--- src/rtl/raster_pkg.sv ---
package raster_pkg;
  // Events decoded from the current raster position, consumed by the datapath.
  typedef struct packed {
    logic endOfLine;
    logic endOfFrame;
    logic hsFall;
    logic hsRise;
    logic vsFall;
    logic vsRise;
    logic stepNext;
  } rasterStrobes_t;
endpackage

--- src/rtl/raster_ctrl.sv ---
module raster_ctrl
  import raster_pkg::*;
#(
  parameter int LINE_LEN       = 1024,
  parameter int FRAME_LINES    = 312,
  parameter int HSYNC_END      = 75,
  parameter int VSYNC_END_LINE = 2,
  parameter int VSYNC_END_X    = 512,
  parameter int ACT_Y0         = 38,
  parameter int ACT_H          = 256
) (
  input  logic [$clog2(LINE_LEN)-1:0]    xCnt,
  input  logic [$clog2(FRAME_LINES)-1:0] yCnt,
  output rasterStrobes_t                 strobes
);
  localparam int X_LAST = LINE_LEN - 1;
  localparam int Y_LAST = FRAME_LINES - 1;
  localparam int Y_END  = ACT_Y0 + ACT_H;

  int xi;
  int yi;

  always_comb begin
    xi = int'(xCnt);
    yi = int'(yCnt);
    strobes.endOfLine  = (xi == X_LAST);
    strobes.endOfFrame = (xi == X_LAST) && (yi == Y_LAST);
    strobes.hsFall     = (xi == 0);
    strobes.hsRise     = (xi == HSYNC_END);
    strobes.vsFall     = (xi == 0) && (yi == 0);
    strobes.vsRise     = (xi == VSYNC_END_X) && (yi == VSYNC_END_LINE);
    // The next line must lie strictly inside the visible band.
    strobes.stepNext   = (xi == X_LAST) && (yi != Y_LAST) &&
                         (yi + 1 > ACT_Y0) && (yi + 1 < Y_END);
  end
endmodule

--- src/rtl/raster_dp.sv ---
module raster_dp
  import raster_pkg::*;
#(
  parameter int LINE_LEN       = 1024,
  parameter int FRAME_LINES    = 312,
  parameter int HSYNC_END      = 75,
  parameter int VSYNC_END_LINE = 2,
  parameter int VSYNC_END_X    = 512,
  parameter int ACT_Y0         = 38,
  parameter int ACT_H          = 256,
  parameter int ACT_X0         = 264,
  parameter int ACT_W          = 640,
  parameter int PREFETCH_LEAD  = 8
) (
  input  logic                           clk,
  input  logic                           rst,
  input  rasterStrobes_t                 strobes,
  output logic [$clog2(LINE_LEN)-1:0]    xCnt,
  output logic [$clog2(FRAME_LINES)-1:0] yCnt,
  output logic                           hsyncN,
  output logic                           vsyncN,
  output logic                           pixelActive,
  output logic                           prefetchActive,
  output logic                           lineStep
);
  localparam int XW     = $clog2(LINE_LEN);
  localparam int YW     = $clog2(FRAME_LINES);
  localparam int Y_END  = ACT_Y0 + ACT_H;
  localparam int X_END  = ACT_X0 + ACT_W;
  localparam int PF_X0  = ACT_X0 - PREFETCH_LEAD;
  localparam int PF_END = X_END - PREFETCH_LEAD;
  localparam int X_LAST = LINE_LEN - 1;
  localparam int Y_LAST = FRAME_LINES - 1;

  always_ff @(posedge clk) begin
    if (rst) begin
      xCnt <= '0;
      yCnt <= '0;
    end else if (strobes.endOfLine) begin
      xCnt <= '0;
      yCnt <= strobes.endOfFrame ? '0 : yCnt + YW'(1);
    end else begin
      xCnt <= xCnt + XW'(1);
    end
  end

  always_ff @(posedge clk) begin
    if (rst) begin
      hsyncN   <= 1'b1;
      vsyncN   <= 1'b1;
      lineStep <= 1'b0;
    end else begin
      if (strobes.hsFall)      hsyncN <= 1'b0;
      else if (strobes.hsRise) hsyncN <= 1'b1;
      if (strobes.vsFall)      vsyncN <= 1'b0;
      else if (strobes.vsRise) vsyncN <= 1'b1;
      lineStep <= strobes.stepNext;
    end
  end

  logic visLine;
  always_comb begin
    visLine        = (int'(yCnt) >= ACT_Y0) && (int'(yCnt) < Y_END);
    pixelActive    = visLine && (int'(xCnt) >= ACT_X0) && (int'(xCnt) < X_END);
    prefetchActive = visLine && (int'(xCnt) >= PF_X0) && (int'(xCnt) < PF_END);
  end

  // column steps by one inside a line, line held
  p_x_step_r2: assert property (@(posedge clk) disable iff (rst)
    (int'(xCnt) != X_LAST) |=> (xCnt == $past(xCnt) + XW'(1)) && $stable(yCnt));
  // line advances at the end of a non-final line
  p_line_adv_r2: assert property (@(posedge clk) disable iff (rst)
    (int'(xCnt) == X_LAST && int'(yCnt) != Y_LAST) |=> (xCnt == '0) && (yCnt == $past(yCnt) + YW'(1)));
  // frame wraps to origin
  p_frame_wrap_r3: assert property (@(posedge clk) disable iff (rst)
    (int'(xCnt) == X_LAST && int'(yCnt) == Y_LAST) |=> (xCnt == '0) && (yCnt == '0));
  // sync low after column 0, high after the end column
  p_hs_fall_r4: assert property (@(posedge clk) disable iff (rst)
    (xCnt == '0) |=> !hsyncN);
  p_hs_rise_r4: assert property (@(posedge clk) disable iff (rst)
    (int'(xCnt) == HSYNC_END) |=> hsyncN);
  // vertical sync releases mid-line
  p_vs_rise_r5: assert property (@(posedge clk) disable iff (rst)
    (int'(xCnt) == VSYNC_END_X && int'(yCnt) == VSYNC_END_LINE) |=> vsyncN);
  // fetch window is open whenever the visible window opens
  p_pf_lead_r7: assert property (@(posedge clk) disable iff (rst)
    $rose(pixelActive) |-> prefetchActive);
  // line step only at column 0
  p_step_col0_r8: assert property (@(posedge clk) disable iff (rst)
    lineStep |-> (xCnt == '0));
endmodule

--- src/rtl/raster_timing.sv ---
module raster_timing #(
  parameter int LINE_LEN       = 1024,
  parameter int FRAME_LINES    = 312,
  parameter int HSYNC_END      = 75,
  parameter int VSYNC_END_LINE = 2,
  parameter int VSYNC_END_X    = LINE_LEN / 2,
  parameter int ACT_Y0         = 38,
  parameter int ACT_H          = 256,
  parameter int ACT_X0         = 264,
  parameter int ACT_W          = 640,
  parameter int PREFETCH_LEAD  = 8
) (
  input  logic                           clk,
  input  logic                           rst,
  output logic                           hsyncN,
  output logic                           vsyncN,
  output logic [$clog2(LINE_LEN)-1:0]    xPos,
  output logic [$clog2(FRAME_LINES)-1:0] yPos,
  output logic                           pixelActive,
  output logic                           prefetchActive,
  output logic                           lineStep
);
  raster_pkg::rasterStrobes_t strobes;

  raster_ctrl #(
    .LINE_LEN(LINE_LEN), .FRAME_LINES(FRAME_LINES), .HSYNC_END(HSYNC_END),
    .VSYNC_END_LINE(VSYNC_END_LINE), .VSYNC_END_X(VSYNC_END_X),
    .ACT_Y0(ACT_Y0), .ACT_H(ACT_H)
  ) u_ctrl (
    .xCnt(xPos), .yCnt(yPos), .strobes(strobes)
  );

  raster_dp #(
    .LINE_LEN(LINE_LEN), .FRAME_LINES(FRAME_LINES), .HSYNC_END(HSYNC_END),
    .VSYNC_END_LINE(VSYNC_END_LINE), .VSYNC_END_X(VSYNC_END_X),
    .ACT_Y0(ACT_Y0), .ACT_H(ACT_H), .ACT_X0(ACT_X0), .ACT_W(ACT_W),
    .PREFETCH_LEAD(PREFETCH_LEAD)
  ) u_dp (
    .clk(clk), .rst(rst), .strobes(strobes),
    .xCnt(xPos), .yCnt(yPos), .hsyncN(hsyncN), .vsyncN(vsyncN),
    .pixelActive(pixelActive), .prefetchActive(prefetchActive), .lineStep(lineStep)
  );
endmodule

--- config.mk ---
export PLATFORM = sky130hd
export DESIGN_NAME = raster_timing
export DESIGN_NICKNAME = d
export VERILOG_FILES = /design/src/rtl/raster_pkg.sv /design/src/rtl/raster_ctrl.sv /design/src/rtl/raster_dp.sv /design/src/rtl/raster_timing.sv
export SDC_FILE = /design/constraint.sdc
export NUM_CORES = 1
export LEC_CHECK = 0
export BUFFER_PORTS_ARGS = -buffer_cell sky130_fd_sc_hd__buf_2
export CAP_MARGIN = 25
export CORE_MARGIN = 2
export CORE_UTILIZATION = 61
export CTS_BUF_LIST = sky130_fd_sc_hd__clkbuf_4
export DETAILED_ROUTE_END_ITERATION = 7
export PLACE_DENSITY = 0.95
export SETUP_SLACK_MARGIN = 0.3
export SLEW_MARGIN = 25
export SYNTH_ARGS = -nofsm -noshare
export SYNTH_HDL_FRONTEND = slang
export SYNTH_SLANG_ARGS = --single-unit
--- constraint.sdc ---
create_clock -name clk -period 4.8 [get_ports clk]
set_clock_uncertainty 0.15 [all_clocks]
set_input_delay 0.72 -clock clk [delete_from_list [all_inputs] [get_ports clk]]
set_output_delay 0.72 -clock clk [all_outputs]
set_load 0.02 [all_outputs]
==> flow_summary_export.csv, run 1 <==
group,metric,value,unit
yosys,synth_top_area_share,33.0,%
sta,maxSlewViolCount,0,
global_routing,antenna_found_initial,0,
pwr,p_total,0.302,mW
floorplanning,ios,26,
yosys,synth_flop_cell,"dfxtp_1",
worst_setup_path,worstPathCellList,"a211o_1 -> a21oi_1 -> xnor2_1 -> o21ai_0 -> a211oi_1 -> buf_2",
placed_design,gp_congestion,0.897,
yosys,syn-cell-area,0.00134,mm²
yosys,avgSynthCellArea,8.15,µm²
route,route.vias.total,1289,
sta,rsz0062_at_grt,"no",
placed_design,io_buffer_count,25,
clocking,clock_sinks,22,
clocking,clock_latency,310,ps
hold_path,hold_start,"u_dp.xCnt[0]",
hold_path,hold_path_class,"reg -> reg",
floorplanning,die_h,50.8,µm
final_layout,drive_gt1_share,18.2,%
yosys,yosysWarnings,0,
clocking,path_clk_slew,130,ps
outcome,outcome,"finished, final reports clean",
worst_setup_path,critPathCapture,"pixelActive",
worst_setup_path,r2r-end,"u_dp.lineStep",
yosys,synth_cell_types,48,
worst_setup_path,r2r_start,"u_dp.xCnt[0]",
worst_setup_path,path_buf_inv,1,
worst_setup_path,r2r_slack,2430,ps
route,wl,2980,µm
floorplanning,dieWidth,50.8,µm
clocking,cts_tree,"yes",
route,drcViolationCount,0,
placed_design,place_area,0.00143,mm²
final_layout,utilization,72.0,%
route,ant_nets,0,
yosys,ys_seq_area_share,33.0,%
pwr,p_leak,0.626,nW
yosys,synth_cells,164,
final_layout,stdcell_count,208,
yosys,synthTopCellsByArea,"dfxtp_1, nor2_1, ha_1, xor2_1, nand3_1",
sta,min_period,2870,ps
yosys,synth_edf_count,0,
clocking,numCtsBuffers,3,
yosys,synth_fp_nets,171,
placed_design,dp_cells,204,
sta,final-setup-viol-count,0,
clocking,post_cts_buffers,0,
sta,slew_headroom,50.1,%
hold_path,worstHoldPathCells,1,
worst_setup_path,criticalPathCategory,"reg -> out",
clocking,hold_buffers,0,
clocking,cts_htree_levels,1,
final_layout,antennaDiodeCount,0,
global_routing,grt_pass1_vias,1151,
final_layout,synthToLayoutAreaGrowth,8.90,%
floorplanning,row_count,16,
pwr,ir_worst_vdd,0.000141,V
sta,min_period_over_period,59.7,%
yosys,netlist.top_cell.by_area,"dfxtp_1",
global_routing,grt-ovfl-total,0,
clocking,cts_root_buf,"clkbuf_4",
worst_setup_path,startpoint_type,"flop",
yosys,async_reset_ff_share,0,%
final_layout,final_nets,189,
worst_setup_path,cp_max_fo,12,
yosys,synth-seq-cells,22,
global_routing,grt_start_max_net_pins,14,
worst_setup_path,reg2reg_depth,6,
pwr,power_density,208,mW/mm²
final_layout,final_area,0.00146,mm²
worst_setup_path,max_stage_delay,440,ps
clocking,cts_buffer_depth,2,
clocking,cts_resized,0,
route,drtIter0Drc,46,
global_routing,grt_usage,26.0,%
worst_setup_path,cp.depth,6,
worst_setup_path,critPathTopFamily,"compound AO/OA/AOI/OAI gates",
sta,finalSetupTns,0,ps
placed_design,hpwl,2140,µm
worst_setup_path,worst_ep_arrival_time,2000,ps
floorplanning,die_area,0.00258,mm²
sta,tightest_slew,743,ps
global_routing,grt_pass1_wl,5180,µm
floorplanning,core_area,0.00202,mm²
run,maxCapViolCount,0,
worst_setup_path,cp_slowest_cell,"dfxtp_1",
sta,fmax,349,MHz
route,viasPerCell,6.20,
sta,hold_viol,0,
worst_setup_path,cp-startpoint,"u_dp.yCnt[4]",
worst_setup_path,required,3930,ps
floorplanning,start_util,66.1,%
worst_setup_path,end_kind,"output port",
route,drtPass1Iterations,4,
route,post_drt_wl_per_cell,14.3,µm
[layout make-up]
type / count / area, µm²
Fill cell: 166 / 567
Tap cell: 27 / 33.8
Timing Repair Buffer: 25 / 125
Clock buffer: 3 / 22.5
Multi-Input combinational cell: 124 / 807
Sequential cell: 22 / 440
Inverter: 6 / 22.5
Clock inverter: 1 / 3.75
[kinds of logic (layout without fill, tap and decap cells)]
logic type	after synthesis	count (layout)	share of synthesized area [%]
muxes	2	2	1.50
and+or+nand+nor	73	73	29.3
DFF	22	22	33.0
AOI/OAI and AO/OA	32	32	17.0
buffers and inverters	18	35	6.65
xor gates and xnor gates	12	12	7.87
adders and majority gates	5	5	4.68
[worst reg2reg max path: stages (launching register included)]
cell and delay, ps:
dfxtp_1 450, ha_1 280, nand2_1 90, or3_1 500
nor3_4 430, o311ai_1 180, a311oi_2 210
[cells in the final DEF (no fill, tap or decap), types with 2 or more instances in the layout]
cell | synthesis | layout
xnor2_1 | 5 | 5
or3_1 | 4 | 4
nor2_1 | 20 | 20
a21oi_1 | 6 | 6
inv_1 | 6 | 6
clkbuf_4 | 0 | 3
nand2_1 | 9 | 9
o21ai_0 | 8 | 8
xor2_1 | 7 | 7
nor4_1 | 3 | 3
a22o_1 | 2 | 2
and2_1 | 2 | 2
and3_1 | 6 | 6
nor2b_1 | 3 | 3
a211o_1 | 2 | 2
nand3_1 | 9 | 9
mux2i_1 | 2 | 2
nor3_1 | 5 | 5
buf_2 | 2 | 25
dfxtp_1 | 22 | 22
nand4_1 | 2 | 2
ha_1 | 5 | 5
[worst min-delay path by stage]
stage                        end  slack (ps)
global placement    u_dp.xCnt[0]         340
CTS                 u_dp.xCnt[0]         380
finish              u_dp.xCnt[0]         370
global route        u_dp.yCnt[0]         440
detailed placement  u_dp.xCnt[0]         350
floorplan           u_dp.xCnt[0]         400
[sequential cells by signal (all words and copies together), names as in the netlist]
name           count
u_dp.hsyncN        1
u_dp.lineStep      1
u_dp.vsyncN        1
u_dp.xCnt         10
u_dp.yCnt          9
[metal layers]
layer	routed length, µm	vias up	global-route usage, %
met4	46	0	9.01
met1	1280	607	32.8
met3	157	6	2.68
li1	-	625	-
met2	1500	51	45.8
met5	0	-	0
[through the flow]
step,hold WS (ps),setup WS (ps)
2_1_floorplan,401,2160
3_3_place_gp,343,2430
3_5_place_dp,346,2290
4_1_cts,376,1930
5_1_grt,436,1800
6_report,373,1930
[power by group]
part,switching (mW),internal (mW),total (mW),leakage (nW)
combinational,0.0158,0.00960,0.0254,0.433
clock,0.0552,0.0303,0.0855,0.0154
sequential,0.00444,0.187,0.191,0.178
[synthesized netlist by cell type (all sizes together) (2+ instances only)]
library cell,count
a21oi,6
or3,4
a22o,2
inv,6
xnor2,5
buf,6
nor4,3
nand4,2
a211o,2
nor2b,3
o21ai,8
nor2,20
nand2,9
ha,5
mux2i,2
xor2,7
a311oi,2
clkbuf,6
dfxtp,22
nor3,6
and2,2
nand3,10
and3,6
Power figures use the tool's default switching activity.
==> run 2, diff against run 1 <==
--- a/config.mk
+++ b/config.mk
@@ -5,13 +5,14 @@
 export SDC_FILE = /design/constraint.sdc
 export NUM_CORES = 1
 export LEC_CHECK = 0
+export ABC_AREA = 1
 export BUFFER_PORTS_ARGS = -buffer_cell sky130_fd_sc_hd__buf_2
 export CAP_MARGIN = 25
 export CORE_MARGIN = 2
-export CORE_UTILIZATION = 61
+export CORE_UTILIZATION = 51
 export CTS_BUF_LIST = sky130_fd_sc_hd__clkbuf_4
 export DETAILED_ROUTE_END_ITERATION = 7
-export PLACE_DENSITY = 0.95
+export PLACE_DENSITY = 0.86
 export SETUP_SLACK_MARGIN = 0.3
 export SLEW_MARGIN = 25
 export SYNTH_ARGS = -nofsm -noshare
==> constraint.sdc (replaced) <==
create_clock -name clk -period 2.4 [get_ports clk]
set_clock_uncertainty 0.15 [all_clocks]
set_input_delay 0.36 -clock clk [delete_from_list [all_inputs] [get_ports clk]]
set_output_delay 0.36 -clock clk [all_outputs]
set_load 0.02 [all_outputs]
==> run 2 against run 1 <==
Against the previous run:
- non-clock buffer count unchanged
- sequential share of layout area down 1.1 points
- die area up 19%
- hold slack worse by 300 ps
- via count up 10%
- highest routed layer unchanged
- register-to-register slack worse by 1900 ps
==> flow_summary_export.csv, run 2 <==
group,metric,value,unit
pwr,p_leak,0.700,nW
yosys,synth_edf_count,0,
clocking,cts_root_buf,"clkbuf_4",
yosys,synth_adder_area_share,4.65,%
yosys,async_reset_ff_share,0,%
floorplanning,start_util,53.9,%
sta,min_period_over_period,84.7,%
worst_setup_path,worst_ep_arrival_time,1520,ps
final_layout,drive_gt1_share,20.1,%
final_layout,top_register,"u_dp.xCnt",
yosys,synth_cells,203,
global_routing,grt_pass1_wl,5470,µm
worst_setup_path,criticalPathCategory,"reg -> out",
route,post_drt_wl_per_cell,12.1,µm
floorplanning,die_h,55.4,µm
yosys,synth_fp_nets,210,
worst_setup_path,startpoint_type,"flop",
final_layout,reg.largest.list,"u_dp.xCnt (10), u_dp.yCnt (9)",
yosys,synth_cell_types,25,
floorplanning,row_count,18,
yosys,netlist.top_cell.by_area,"dfxtp_1",
placed_design,gp_congestion,0.907,
yosys,synth_top_area_share,32.7,%
final_layout,stdcell_count,259,
clocking,cts_resized,2,
sta,min_period,2030,ps
clocking,hold_buffers,0,
floorplanning,dieWidth,55.4,µm
yosys,synth_top_family_by_area,"simple AND/OR/NAND/NOR gates",
yosys,syn-cell-area,0.00135,mm²
worst_setup_path,required,1890,ps
route,drtIter0Drc,53,
yosys,synth_common_cells,"nand2_1, inv_1, nand3_1, dfxtp_1, nor2_1",
route,ant_nets,0,
pwr,p_total,0.726,mW
final_layout,antennaDiodeCount,0,
sta,final-setup-viol-count,0,
hold_path,hold_path_class,"in -> reg",
route,wl,3140,µm
route,viasPerCell,5.49,
hold_path,worstHoldPathCells,2,
clocking,cts_buffer_depth,2,
floorplanning,die_area,0.00307,mm²
worst_setup_path,end_kind,"output port",
yosys,yosysWarnings,0,
floorplanning,ios,26,
sta,whs,72.7,ps
clocking,clock_sinks,22,
worst_setup_path,cp_max_fo,7,
route,drtPass1Iterations,5,
sta,rsz0062_at_grt,"yes",
clocking,cts_tree,"yes",
global_routing,antenna_found_initial,0,
yosys,synth_compound_area_share,11.7,%
global_routing,grt_start_max_net_pins,16,
sta,tightest_slew,403,ps
yosys,synth-simple-area-share,39.2,%
yosys,synthXorXnorAreaFrac,1.30,%
route,route.vias.total,1423,
floorplanning,core_area,0.00250,mm²
clocking,path_clk_slew,130,ps
clocking,numCtsBuffers,3,
clocking,cts_htree_levels,1,
sta,finalSetupTns,0,ps
worst_setup_path,r2r_slack,560,ps
final_layout,layout.cells.most_common,"nand2_1",
placed_design,io_buffer_count,25,
final_layout,synthToLayoutAreaGrowth,16.1,%
sta,fmax,492,MHz
yosys,synthTopCellsByArea,"dfxtp_1, nand2_1, nand3_1, inv_1, nor2_1",
placed_design,hpwl,2400,µm
pwr,power_density,464,mW/mm²
run,maxCapViolCount,0,
clocking,post_cts_buffers,0,
sta,slew_headroom,73.1,%
placed_design,dp_cells,255,
clocking,clock_latency,320,ps
final_layout,fillers,231,
sta,maxSlewViolCount,0,
final_layout,final_nets,237,
yosys,synth_most_common_cell,"nand2_1",
global_routing,grt_pass1_vias,1222,
worst_setup_path,reg2reg_depth,6,
yosys,avgSynthCellArea,6.63,µm²
yosys,ys_seq_area_share,32.7,%
sta,hold_viol,0,
route,drcViolationCount,0,
final_layout,largest_reg_flops,10,
yosys,synth-seq-cells,22,
pwr,ir_worst_vdd,0.000377,V
outcome,outcome,"finished, final reports clean",
global_routing,grt_usage,22.0,%
yosys,synth_mux_area_share,0,%
global_routing,grt-ovfl-total,0,
final_layout,layout_common_cells,"nand2_1, inv_1, nand3_1",
yosys,synth_flop_cell,"dfxtp_1",
==> run 2: final timing paths <==
check / start / to
worst max-delay path: u_dp.xCnt[5] / pixelActive
worst min register to register: u_dp.xCnt[3] / u_dp.xCnt[3]
worst min-delay path: rst / u_dp.yCnt[5]
worst max register to register: u_dp.xCnt[0] / u_dp.yCnt[4]
==> run 2: cells by family (layout without fill, tap and decap cells) <==
logic type | Yosys count | in the layout
xor gates and xnor gates | 2 | 2
adders and majority gates | 5 | 5
AOI/OAI and AO/OA | 28 | 28
buffers and inverters | 34 | 60
and+or+nand+nor | 112 | 112
DFF | 22 | 22
==> run 2: worst max-delay path: stages, from the launching register on <==
cell and delay, ps:
dfxtp_2 380, nor2_1 150, nand3_1 150, o21ai_1 170, nand2_1 70, nor2_1 130
buf_4 160
==> run 2: metrics by stage <==
step                setup WS [ps]  util, %  instance area, µm²
global placement              621     59.4                1490
detailed placement            599     59.4                1490
floorplan                     469        -                1350
finish                        366     62.5                1560
CTS                           295     61.6                1540
global route                  302     62.5                1560
==> run 2: where the power goes <==
part	switching (mW)	leakage (nW)	internal [mW]
sequential	0.00945	0.183	0.371
combinational	0.0342	0.489	0.0177
clock	0.124	0.0279	0.169
==> run 2: area by class of cell <==
| cell class | count | area, µm² | area share, % |
|---|---|---|---|
| Multi-Input combinational cell | 147 | 771 | 49.3 |
| Sequential cell | 22 | 455 | 29.1 |
| Timing Repair Buffer | 25 | 130 | 8.33 |
| Inverter | 31 | 116 | 7.45 |
| Tap cell | 30 | 37.5 | 2.40 |
| Clock inverter | 1 | 30.0 | 1.92 |
| Clock buffer | 3 | 22.5 | 1.44 |
==> run 2: per-layer routing <==
metal  GRT usage (%)  share of wire (%)
met1            28.9                 44
met2            35.4                 48
met3            3.98                5.8
met4            9.41                2.0
met5               0                  0
